$ cat src/rtl/regwin_pkg.sv
package regwin_pkg;

  localparam int TT_W = 9;

  typedef enum logic [2:0] {
    OP_NOP      = 3'd0,
    OP_SAVE     = 3'd1,
    OP_RESTORE  = 3'd2,
    OP_SAVED    = 3'd3,
    OP_RESTORED = 3'd4,
    OP_FLUSH    = 3'd5,
    OP_SETPTR   = 3'd6,
    OP_SETOTHER = 3'd7
  } win_op_e;

  localparam logic [TT_W-1:0] TT_SPILL = 9'h080;
  localparam logic [TT_W-1:0] TT_FILL  = 9'h0C0;
  localparam logic [TT_W-1:0] TT_CLEAN = 9'h024;
  localparam logic [TT_W-1:0] TT_OTHER = 9'h020;

  // Update events produced by the decision stage, consumed by the state stage
  typedef struct packed {
    logic save_ok;
    logic restore_ok;
    logic saved;
    logic restored;
    logic set_ptr;
    logic set_other;
  } win_upd_t;

  // Spill/fill vector composition from the window-state fields
  function automatic logic [TT_W-1:0] compose_tt(input logic [TT_W-1:0] base,
                                                 input logic other_nz,
                                                 input logic [5:0] ws);
    logic [TT_W-1:0] fld;
    if (other_nz) fld = TT_OTHER | {4'b0, ws[5:3], 2'b00};
    else          fld = {4'b0, ws[2:0], 2'b00};
    return base | fld;
  endfunction

endpackage

$ cat src/rtl/regwin_trapenc.sv
module regwin_trapenc
  import regwin_pkg::*;
(
  input  logic            is_fill,
  input  logic            other_nz,
  input  logic [5:0]      ws,
  output logic [TT_W-1:0] tt
);

  always_comb begin
    tt = compose_tt(is_fill ? TT_FILL : TT_SPILL, other_nz, ws);
  end

endmodule

$ cat src/rtl/regwin_decide.sv
module regwin_decide
  import regwin_pkg::*;
#(
  parameter int NWIN = 8,
  localparam int CW = $clog2(NWIN)
) (
  input  logic            valid,
  input  logic [2:0]      op,
  input  logic [CW-1:0]   cansave,
  input  logic [CW-1:0]   canrestore,
  input  logic [CW-1:0]   cleanwin,
  input  logic [CW-1:0]   otherwin,
  input  logic [5:0]      ws,
  output win_upd_t        upd,
  output logic            trap_req,
  output logic [TT_W-1:0] trap_tt
);

  localparam logic [CW-1:0] FLUSH_LVL = CW'(NWIN - 2);

  logic            is_fill;
  logic            is_clean;
  logic [TT_W-1:0] sf_tt;
  logic [CW-1:0]   clean_gap;
  win_op_e         opc;

  assign opc       = win_op_e'(op);
  assign clean_gap = cleanwin - canrestore;

  regwin_trapenc u_enc (
    .is_fill  (is_fill),
    .other_nz (otherwin != '0),
    .ws       (ws),
    .tt       (sf_tt)
  );

  always_comb begin
    upd      = '0;
    trap_req = 1'b0;
    is_fill  = 1'b0;
    is_clean = 1'b0;
    if (valid) begin
      unique case (opc)
        OP_SAVE: begin
          if (cansave == '0) begin
            trap_req = 1'b1;
          end else if (clean_gap == '0) begin
            trap_req = 1'b1;
            is_clean = 1'b1;
          end else begin
            upd.save_ok = 1'b1;
          end
        end
        OP_RESTORE: begin
          if (canrestore == '0) begin
            trap_req = 1'b1;
            is_fill  = 1'b1;
          end else begin
            upd.restore_ok = 1'b1;
          end
        end
        OP_SAVED:    upd.saved     = 1'b1;
        OP_RESTORED: upd.restored  = 1'b1;
        OP_FLUSH:    trap_req      = (cansave != FLUSH_LVL);
        OP_SETPTR:   upd.set_ptr   = 1'b1;
        OP_SETOTHER: upd.set_other = 1'b1;
        default: ;
      endcase
    end
  end

  assign trap_tt = is_clean ? TT_CLEAN : sf_tt;

endmodule

$ cat src/rtl/regwin_state.sv
module regwin_state
  import regwin_pkg::*;
#(
  parameter int NWIN = 8,
  localparam int CW = $clog2(NWIN)
) (
  input  logic          clk,
  input  logic          rst_n,
  input  win_upd_t      upd,
  input  logic [CW-1:0] wdata,
  output logic [CW-1:0] cwp,
  output logic [CW-1:0] cansave,
  output logic [CW-1:0] canrestore,
  output logic [CW-1:0] cleanwin,
  output logic [CW-1:0] otherwin
);

  localparam logic [CW-1:0] TOP = CW'(NWIN - 1);

  function automatic logic [CW-1:0] flip_ptr(input logic [CW-1:0] p);
    return TOP - p;
  endfunction

  always_ff @(posedge clk or negedge rst_n) begin
    if (!rst_n) begin
      cwp        <= '0;
      cansave    <= CW'(NWIN - 2);
      canrestore <= '0;
      cleanwin   <= TOP;
      otherwin   <= '0;
    end else begin
      if (upd.save_ok) begin
        cwp        <= cwp - 1'b1;
        cansave    <= cansave - 1'b1;
        canrestore <= canrestore + 1'b1;
      end
      if (upd.restore_ok) begin
        cwp        <= cwp + 1'b1;
        cansave    <= cansave + 1'b1;
        canrestore <= canrestore - 1'b1;
      end
      if (upd.saved) begin
        cansave <= cansave + 1'b1;
        if (otherwin == '0) canrestore <= canrestore - 1'b1;
        else                otherwin   <= otherwin - 1'b1;
      end
      if (upd.restored) begin
        canrestore <= canrestore + 1'b1;
        if (cleanwin < TOP) cleanwin <= cleanwin + 1'b1;
        if (otherwin == '0) cansave  <= cansave - 1'b1;
        else                otherwin <= otherwin - 1'b1;
      end
      if (upd.set_ptr)   cwp      <= flip_ptr(wdata);
      if (upd.set_other) otherwin <= wdata;
    end
  end

  AST_SAVE_PTR_STEP: assert property (@(posedge clk) disable iff (!rst_n)
    upd.save_ok |=> cwp == $past(cwp) - 1'b1);
  AST_RESTORE_PTR_STEP: assert property (@(posedge clk) disable iff (!rst_n)
    upd.restore_ok |=> cwp == $past(cwp) + 1'b1);
  AST_CLEAN_CAP: assert property (@(posedge clk) disable iff (!rst_n)
    (upd.restored && cleanwin == TOP) |=> cleanwin == TOP);
  AST_OTHER_LOAD: assert property (@(posedge clk) disable iff (!rst_n)
    upd.set_other |=> (otherwin == $past(wdata)) && $stable(cansave) && $stable(canrestore));

endmodule

$ cat src/rtl/regwin_ctrl.sv
module regwin_ctrl
  import regwin_pkg::*;
#(
  parameter int NWIN = 8,
  localparam int CW = $clog2(NWIN)
) (
  input  logic            clk,
  input  logic            rst_n,
  input  logic            cmd_valid,
  input  logic [2:0]      cmd_op,
  input  logic [CW-1:0]   cmd_data,
  input  logic [5:0]      win_state,
  output logic [CW-1:0]   win_ptr,
  output logic [CW-1:0]   cnt_save,
  output logic [CW-1:0]   cnt_restore,
  output logic [CW-1:0]   cnt_clean,
  output logic [CW-1:0]   cnt_other,
  output logic            trap_valid,
  output logic [TT_W-1:0] trap_type
);

  win_upd_t        upd;
  logic            trap_req;
  logic [TT_W-1:0] trap_tt;
  logic [CW-1:0]   cwp_int;

  regwin_decide #(.NWIN(NWIN)) u_decide (
    .valid      (cmd_valid),
    .op         (cmd_op),
    .cansave    (cnt_save),
    .canrestore (cnt_restore),
    .cleanwin   (cnt_clean),
    .otherwin   (cnt_other),
    .ws         (win_state),
    .upd        (upd),
    .trap_req   (trap_req),
    .trap_tt    (trap_tt)
  );

  regwin_state #(.NWIN(NWIN)) u_state (
    .clk        (clk),
    .rst_n      (rst_n),
    .upd        (upd),
    .wdata      (cmd_data),
    .cwp        (cwp_int),
    .cansave    (cnt_save),
    .canrestore (cnt_restore),
    .cleanwin   (cnt_clean),
    .otherwin   (cnt_other)
  );

  assign win_ptr = CW'(NWIN - 1) - cwp_int;

  always_ff @(posedge clk or negedge rst_n) begin
    if (!rst_n) begin
      trap_valid <= 1'b0;
      trap_type  <= '0;
    end else begin
      trap_valid <= trap_req;
      trap_type  <= trap_req ? trap_tt : '0;
    end
  end

  AST_TRAP_FREEZE: assert property (@(posedge clk) disable iff (!rst_n)
    trap_req |=> $stable(cnt_save) && $stable(cnt_restore) && $stable(cnt_clean)
                 && $stable(cnt_other) && $stable(win_ptr));
  AST_TRAP_PULSE: assert property (@(posedge clk) disable iff (!rst_n)
    trap_valid |-> $past(cmd_valid));
  AST_TYPE_IDLE_ZERO: assert property (@(posedge clk) disable iff (!rst_n)
    !trap_valid |-> trap_type == '0);
  AST_EVENT_EXCLUSIVE: assert property (@(posedge clk) disable iff (!rst_n)
    $onehot0({upd, trap_req}));
  AST_FLUSH_NO_UPDATE: assert property (@(posedge clk) disable iff (!rst_n)
    (cmd_valid && cmd_op == 3'd5) |-> upd == '0);

endmodule

$ cat config.mk
export PLATFORM = sky130hd
export DESIGN_NAME = regwin_ctrl
export DESIGN_NICKNAME = d
export VERILOG_FILES = /design/src/rtl/regwin_pkg.sv /design/src/rtl/regwin_trapenc.sv /design/src/rtl/regwin_decide.sv /design/src/rtl/regwin_state.sv /design/src/rtl/regwin_ctrl.sv
export SDC_FILE = /design/constraint.sdc
export NUM_CORES = 1
export LEC_CHECK = 0
export CORE_ASPECT_RATIO = 2
export CORE_MARGIN = 10
export CORE_UTILIZATION = 31
export DETAILED_ROUTE_END_ITERATION = 6
export SLEW_MARGIN = 20
export SYNTH_ARGS = -nofsm -noshare
export SYNTH_HDL_FRONTEND = slang
export SYNTH_SLANG_ARGS = --single-unit
$ cat constraint.sdc
create_clock -name clk -period 2.1 [get_ports clk]
set_input_delay 0.63 -clock clk [delete_from_list [all_inputs] [get_ports clk]]
set_output_delay 0.63 -clock clk [all_outputs]
set_load 0.02 [all_outputs]
Word-level counts from Yosys, hierarchy flattened
Index checks and enable logic that the tools add are counted.
{"block": "op_classes", "addsub": 11, "mul": 0, "div_mod_pow": 0, "magnitude_cmp": 1, "eq_ne": 8, "shifts": 0, "n_mux": 42, "n_bitwise": 1, "n_reduce_logical": 7}
{"operator": "3-bit 2-to-1 mux", "n": 18}
{"operator": "1-bit 2-to-1 mux", "n": 18}
{"operator": "9-bit 2-to-1 mux", "n": 2}
{"operator": "3-bit by 1-bit adder with 3-bit output (second input constant)", "n": 4}
{"operator": "3-bit == test (second input constant)", "n": 4}
{"operator": "3-bit logical NOT", "n": 4}
{"operator": "6-bit 2-to-1 mux", "n": 2}
{"operator": "3-bit by 1-bit subtractor with 3-bit output (second input constant)", "n": 4}
{"operator": "9-bit by 6-bit OR with 9-bit output", "n": 1}
{"operator": "7-bit 2-to-1 mux", "n": 1}
{"operator": "3-bit by 2-bit == test with 1-bit output (second input constant)", "n": 2}
{"operator": "3-bit nonzero test", "n": 2}
{"operator": "3-bit subtractor (first input constant)", "n": 2}
{"operator": "3-bit by 1-bit == test with 1-bit output (second input constant)", "n": 1}
{"operator": "3-bit less-than comparator (second input constant)", "n": 1}
{"operator": "3-bit != test (second input constant)", "n": 1}
{"operator": "1-bit case mux with 3 select lines", "n": 1}
{"operator": "3-bit subtractor", "n": 1}
{"operator": "2-bit AND reduction", "n": 1}
{"block": "word_totals", "reg_bits": 25, "latchBits": 0, "ramBits": 0, "rom_bits": 0, "inputBits": 15, "output_inout_bits": 25, "word_cells": 77, "mem_count": 0}

Logic depth before layout (Yosys ltp)
{"block": "depth", "word_depth": 11, "ltp_mapped": 9, "ltp_nobuf": 9}

Modules after synthesis
A second synthesis with hierarchy kept.
{"block": "unflattened", "hier_cells": 174, "area_unflattened_um2": 1660.3}
{"mod": "regwin_state", "n_inst": 1, "cells_per_inst": 102, "area_each_um2": 988.4, "seq_area_each_um2": 381.6}
{"mod": "regwin_ctrl", "n_inst": 1, "cells_per_inst": 22, "area_each_um2": 317.8, "seq_area_each_um2": 250.2}
{"mod": "regwin_decide", "n_inst": 1, "cells_per_inst": 39, "area_each_um2": 267.8, "seq_area_each_um2": 0.0}
{"mod": "regwin_trapenc", "n_inst": 1, "cells_per_inst": 11, "area_each_um2": 86.3, "seq_area_each_um2": 0.0}

Worst setup path after synthesis
OpenSTA, ideal clock, no wires.
{"block": "synth_timing", "path_type": "input to register", "start": "in cmd_op[1]", "end": "reg u_state.cwp[1]", "setup_time_ns": 0.122, "arrival_ns": 2.182, "t_required_ns": 1.978, "path_slack_ns": -0.203, "cell_stages": 8, "n_path_buf": 1, "cell_sequence": "buf_2 -> nand2b_1 -> nor3_2 -> inv_1 -> fa_1 -> and2_1 -> a22oi_1 -> nand2_1"}
{"block": "synth_via", "elab_chain_len": 5, "elab_cells_between_ends": 10, "classes_between": "3 x eq/ne; 6 x mux; 1 x reduce/logical"}
{"element": "start: declaration", "line": "regwin_ctrl.sv:10", "rtl": "input logic [2:0] cmd_op,"}
{"element": "3-bit by 2-bit == test with 1-bit output", "line": "regwin_decide.sv:43", "rtl": "unique case (opc)"}
{"element": "1-bit 2-to-1 mux", "line": "regwin_decide.sv:43"}
{"element": "6-bit 2-to-1 mux (*)", "line": "regwin_decide.sv:42", "rtl": "if (valid) begin"}
{"element": "3-bit 2-to-1 mux", "line": "regwin_state.sv:37", "rtl": "if (upd.restore_ok) begin"}
{"element": "3-bit 2-to-1 mux", "line": "regwin_state.sv:53", "rtl": "if (upd.set_ptr) cwp <= flip_ptr(wdata);"}
{"element": "end signal: assignment", "line": "regwin_state.sv:33", "rtl": "cwp <= cwp - 1'b1;"}
{"element": "end signal: assignment", "line": "regwin_state.sv:38", "rtl": "cwp <= cwp + 1'b1;"}
{"element": "end signal: assignment", "line": "regwin_state.sv:53"}
{"element": "end: declaration", "line": "regwin_state.sv:11", "rtl": "output logic [CW-1:0] cwp,"}
Mark *: on every way between the ends. The rest lies on a longest branch, timed or not.
A chain may end at the register's enable or synchronous reset.

Final worst setup path
{"block": "layout_timing", "start": "reg u_state.cwp[0]", "end": "out win_ptr[0]"}
{"block": "layout_via", "elab_chain_len": 1}
{"element": "3-bit subtractor", "line": "regwin_ctrl.sv:52", "rtl": "assign win_ptr = CW'(NWIN - 1) - cwp_int;"}
{"element": "end: declaration", "line": "regwin_ctrl.sv:13", "rtl": "output logic [CW-1:0] win_ptr,"}
Every way passes these cells.

==> qor.txt <==
Run status: finished clean
Wl on met1: 1.39 mm
Worst-skew pair later-pin latency: 270 ps
Root Buffer: sky130_fd_sc_hd__clkbuf_8
Pleak: 1.04 nW
F_max: 495 MHz
Biggest fanout along the worst timing path: 3
Total grt overflow: 0
Commonest cells after routing, fill and taps aside: sky130_fd_sc_hd__buf_4, sky130_fd_sc_hd__clkdlybuf4s50_1, sky130_fd_sc_hd__nand2_1
Chip Width: 69.6 um
Cell Pwr Density: 1210 nW/um^2
Share of cells above drive strength 1: 0.252
Worst clock skew: 4.83 ps
Largest net degree at the start of global routing: 23
Post-route minimum period: 2020 ps
Antenna Violating Nets Remaining: 0
Diodes inserted: 0
Total of max-cap violations: 0
Final number of hold-violating endpoints: 0
Total number of vias: 1,351
Reg power frac: 0.276
Endpoint of the lowest-slack register-to-register path: u_state.cwp[1]
Data required time at the worst endpoint: 1470 ps
DP Wirelength: 3.36 mm
Average wire per cell in the routed design: 14.2 um
Cell count of the worst reg-to-reg path: 10
Final number of max-transition violations: 0
I/O pin count: 40
DR DRC count: 0
Detailed-route vias per instance: 4.77
Initial cell density of the core: 0.317
Highest metal layer used by the detailed router: met4
Switching share of power: 0.404
IO Port Bufs: 36
Net switching power: 1.11 mW
Vias in the first global route: 1,464
Final worst-path cycle share: 0.962
Gpl congestion: 0.859
Synth Flop Type: sky130_fd_sc_hd__dfrtp_1
Share of synthesized area occupied by flip-flops and latches: 0.364
Worst Path Arrival: 1390 ps
Wire length of the first global-routing pass: 6.68 mm
Count of flip-flops with a built-in enable after synthesis: 0
Buffer depth of the longest clock path: 2
Fin Setup TNS: 0 ps
Synthesized cell area: 1530 um^2
Worst hold-check path type: reg2reg
Number of violations reported at the end of detailed-routing iteration 0: 27
Crit. End Element: output pin
Combined global-route utilization of all metal layers: 0.0962
Synth Area per Inst: 9.37 um^2
Peak supply drop: 0.000648 V
Fillers: 467
Total CTS buffers: 3
RSZ-0062 raised after global routing: no
Final routed wirelength across all metal layers: 4.02 mm
Setup Slack @ Placement: -356 ps
Detailed-router iteration count before antenna repair: 4
Number of cells traversed by the worst hold path: 2
PnR worst setup slack: 79.2 ps
Internal Dissipation: 1.63 mW
Clock tree from TritonCTS: yes
Critical path class: reg2out
P&R area growth vs syn: 47.7%
Launch instance of the worst register-to-register path: u_state.canrestore[0]
Initial antenna violation count: 0
Part of the power in combinational logic: 0.575
Total number of clock tree sinks: 22
Register clock-pin slew on the reported worst setup and hold paths: 80 ps
Number of synthesized register bits: 22
Yosys cell types: 50
Yosys warns: 0
Detailed-routed wire length on met3: 180 um
Setup slack, reg-to-reg: 120 ps
Cell Rows: 36
End of the worst hold path: u_state.otherwin[1]
Number of cells produced by synthesis: 163
Kind of start point of the critical path: register
Critical Path Source: u_state.cwp[0]
Number of H-tree levels: 1
Placeable core region: 4820 um^2
Hold wc startpoint: u_state.otherwin[1]
Clock network fraction of design power: 0.150
Most frequent standard cell in the layout excluding fill and tap cells: sky130_fd_sc_hd__buf_4
DR WL met2: 2.39 mm
Floorplan die height: 119 um
Layout Nets: 255
Post-CTS Hold Buffers: 0
Die area: 8310 um^2
Async SR Flop Fraction: 1.00
Count of endpoints failing setup in the final report: 0
[worst max-delay path, stage by stage, from the launching register on]
cell,delay [ps]
sky130_fd_sc_hd__dfrtp_1,430
sky130_fd_sc_hd__inv_1,90
sky130_fd_sc_hd__clkdlybuf4s50_1,600
[what timing repair did]
item / in CTS / in global routing
pin swaps: 0 / 3
setup buffers: 0 / 0
resized for setup: 11 / 4
setup endpoints to repair: 16 / 7
[power groups by stage]
| stage | sequential (mW) | clock (mW) | combinational, mW |
|---|---|---|---|
| final | 0.755 | 0.411 | 1.57 |
| after global routing | 0.785 | 0.436 | 1.75 |
| after CTS | 0.758 | 0.416 | 1.59 |
| after detailed placement | 0.767 | 0 | 1.61 |
| after global placement | 0.760 | 0 | 1.58 |
| after floorplan | 0.922 | 0 | 0.789 |
[how the worst max path moves through the flow]
stage                           endpoint  slack (ps)  depth (start not counted)
after floorplan           u_state.cwp[1]         -60                          8
after global placement      trap_type[4]        -380                          7
after detailed placement  u_state.cwp[1]        -360                          8
after CTS                 u_state.cwp[1]           7                         10
after global routing      u_state.cwp[1]           5                         10
final                         win_ptr[0]          80                          2
[stage by stage]
stage	std cells	total power [mW]	area, um^2	util	hold slack [ps]
6_report	283	2.74	2260	0.468	553
2_1_floorplan	165	1.71	1560	-	334
5_1_grt	283	2.97	2260	0.468	598
3_3_place_gp	279	2.34	2170	0.450	524
3_5_place_dp	279	2.38	2170	0.450	536
4_1_cts	283	2.76	2250	0.467	558
[synthesized netlist by cell type (2+ instances only)]
library cell	number	area (um^2)
sky130_fd_sc_hd__dfrtp_1	17	425
sky130_fd_sc_hd__nand2_1	16	60.1
sky130_fd_sc_hd__inv_1	15	56.3
sky130_fd_sc_hd__ha_1	12	150
sky130_fd_sc_hd__nor2_1	10	37.5
sky130_fd_sc_hd__a21oi_1	7	35.0
sky130_fd_sc_hd__nand3_1	6	30.0
sky130_fd_sc_hd__nor3_1	6	30.0
sky130_fd_sc_hd__xnor2_1	6	52.6
sky130_fd_sc_hd__dfstp_2	5	131
sky130_fd_sc_hd__nand2b_1	5	31.3
sky130_fd_sc_hd__mux2i_1	4	40.0
sky130_fd_sc_hd__and2_1	3	18.8
sky130_fd_sc_hd__buf_2	3	15.0
sky130_fd_sc_hd__buf_4	3	22.5
sky130_fd_sc_hd__nor2b_1	3	18.8
sky130_fd_sc_hd__o21a_1	3	22.5
sky130_fd_sc_hd__a2111oi_2	2	30.0
sky130_fd_sc_hd__a22oi_1	2	15.0
sky130_fd_sc_hd__a31oi_1	2	12.5
sky130_fd_sc_hd__nor3b_2	2	25.0
sky130_fd_sc_hd__o21ai_1	2	10.0
sky130_fd_sc_hd__o22ai_1	2	12.5
[cell type report]
cell class              count  area (um^2)  area share
well taps                  57         71.3      0.0316
repair buffers             65          598       0.265
multi-input cells         120          901       0.399
inverters                  15         56.3      0.0249
clock buffers               3         41.3      0.0183
flip-flops and latches     22          559       0.248
clock inverters             1         30.0      0.0133
[cell families (layout without fill, tap and decap cells)]
| group | count (synthesis) | after routing | share of synthesized area |
|---|---|---|---|
| other | 1 | 3 | 0.00245 |
| XOR/XNOR | 6 | 6 | 0.0344 |
| multiplexers | 5 | 5 | 0.0336 |
| flip-flops | 22 | 22 | 0.364 |
| AND/OR/NAND/NOR | 60 | 60 | 0.215 |
| adder cells (fa/ha/maj) | 13 | 13 | 0.111 |
| buffers and inverters | 23 | 84 | 0.0712 |
| AO/OA/AOI/OAI | 33 | 33 | 0.167 |
[flip-flops by register name, summed over array words and instances (netlist names)]
name	flops
trap_valid	1
trap_type	6
u_state.canrestore	3
u_state.cwp	3
u_state.cansave	3
u_state.cleanwin	3
u_state.otherwin	3
[metal layers]
metal,vias to the layer above,track usage
met2,22,0.195
met1,639,0.0846
li1,685,-
met3,5,0.0216
met5,-,0
met4,0,0.0422
Power figures use the tool's default switching activity.
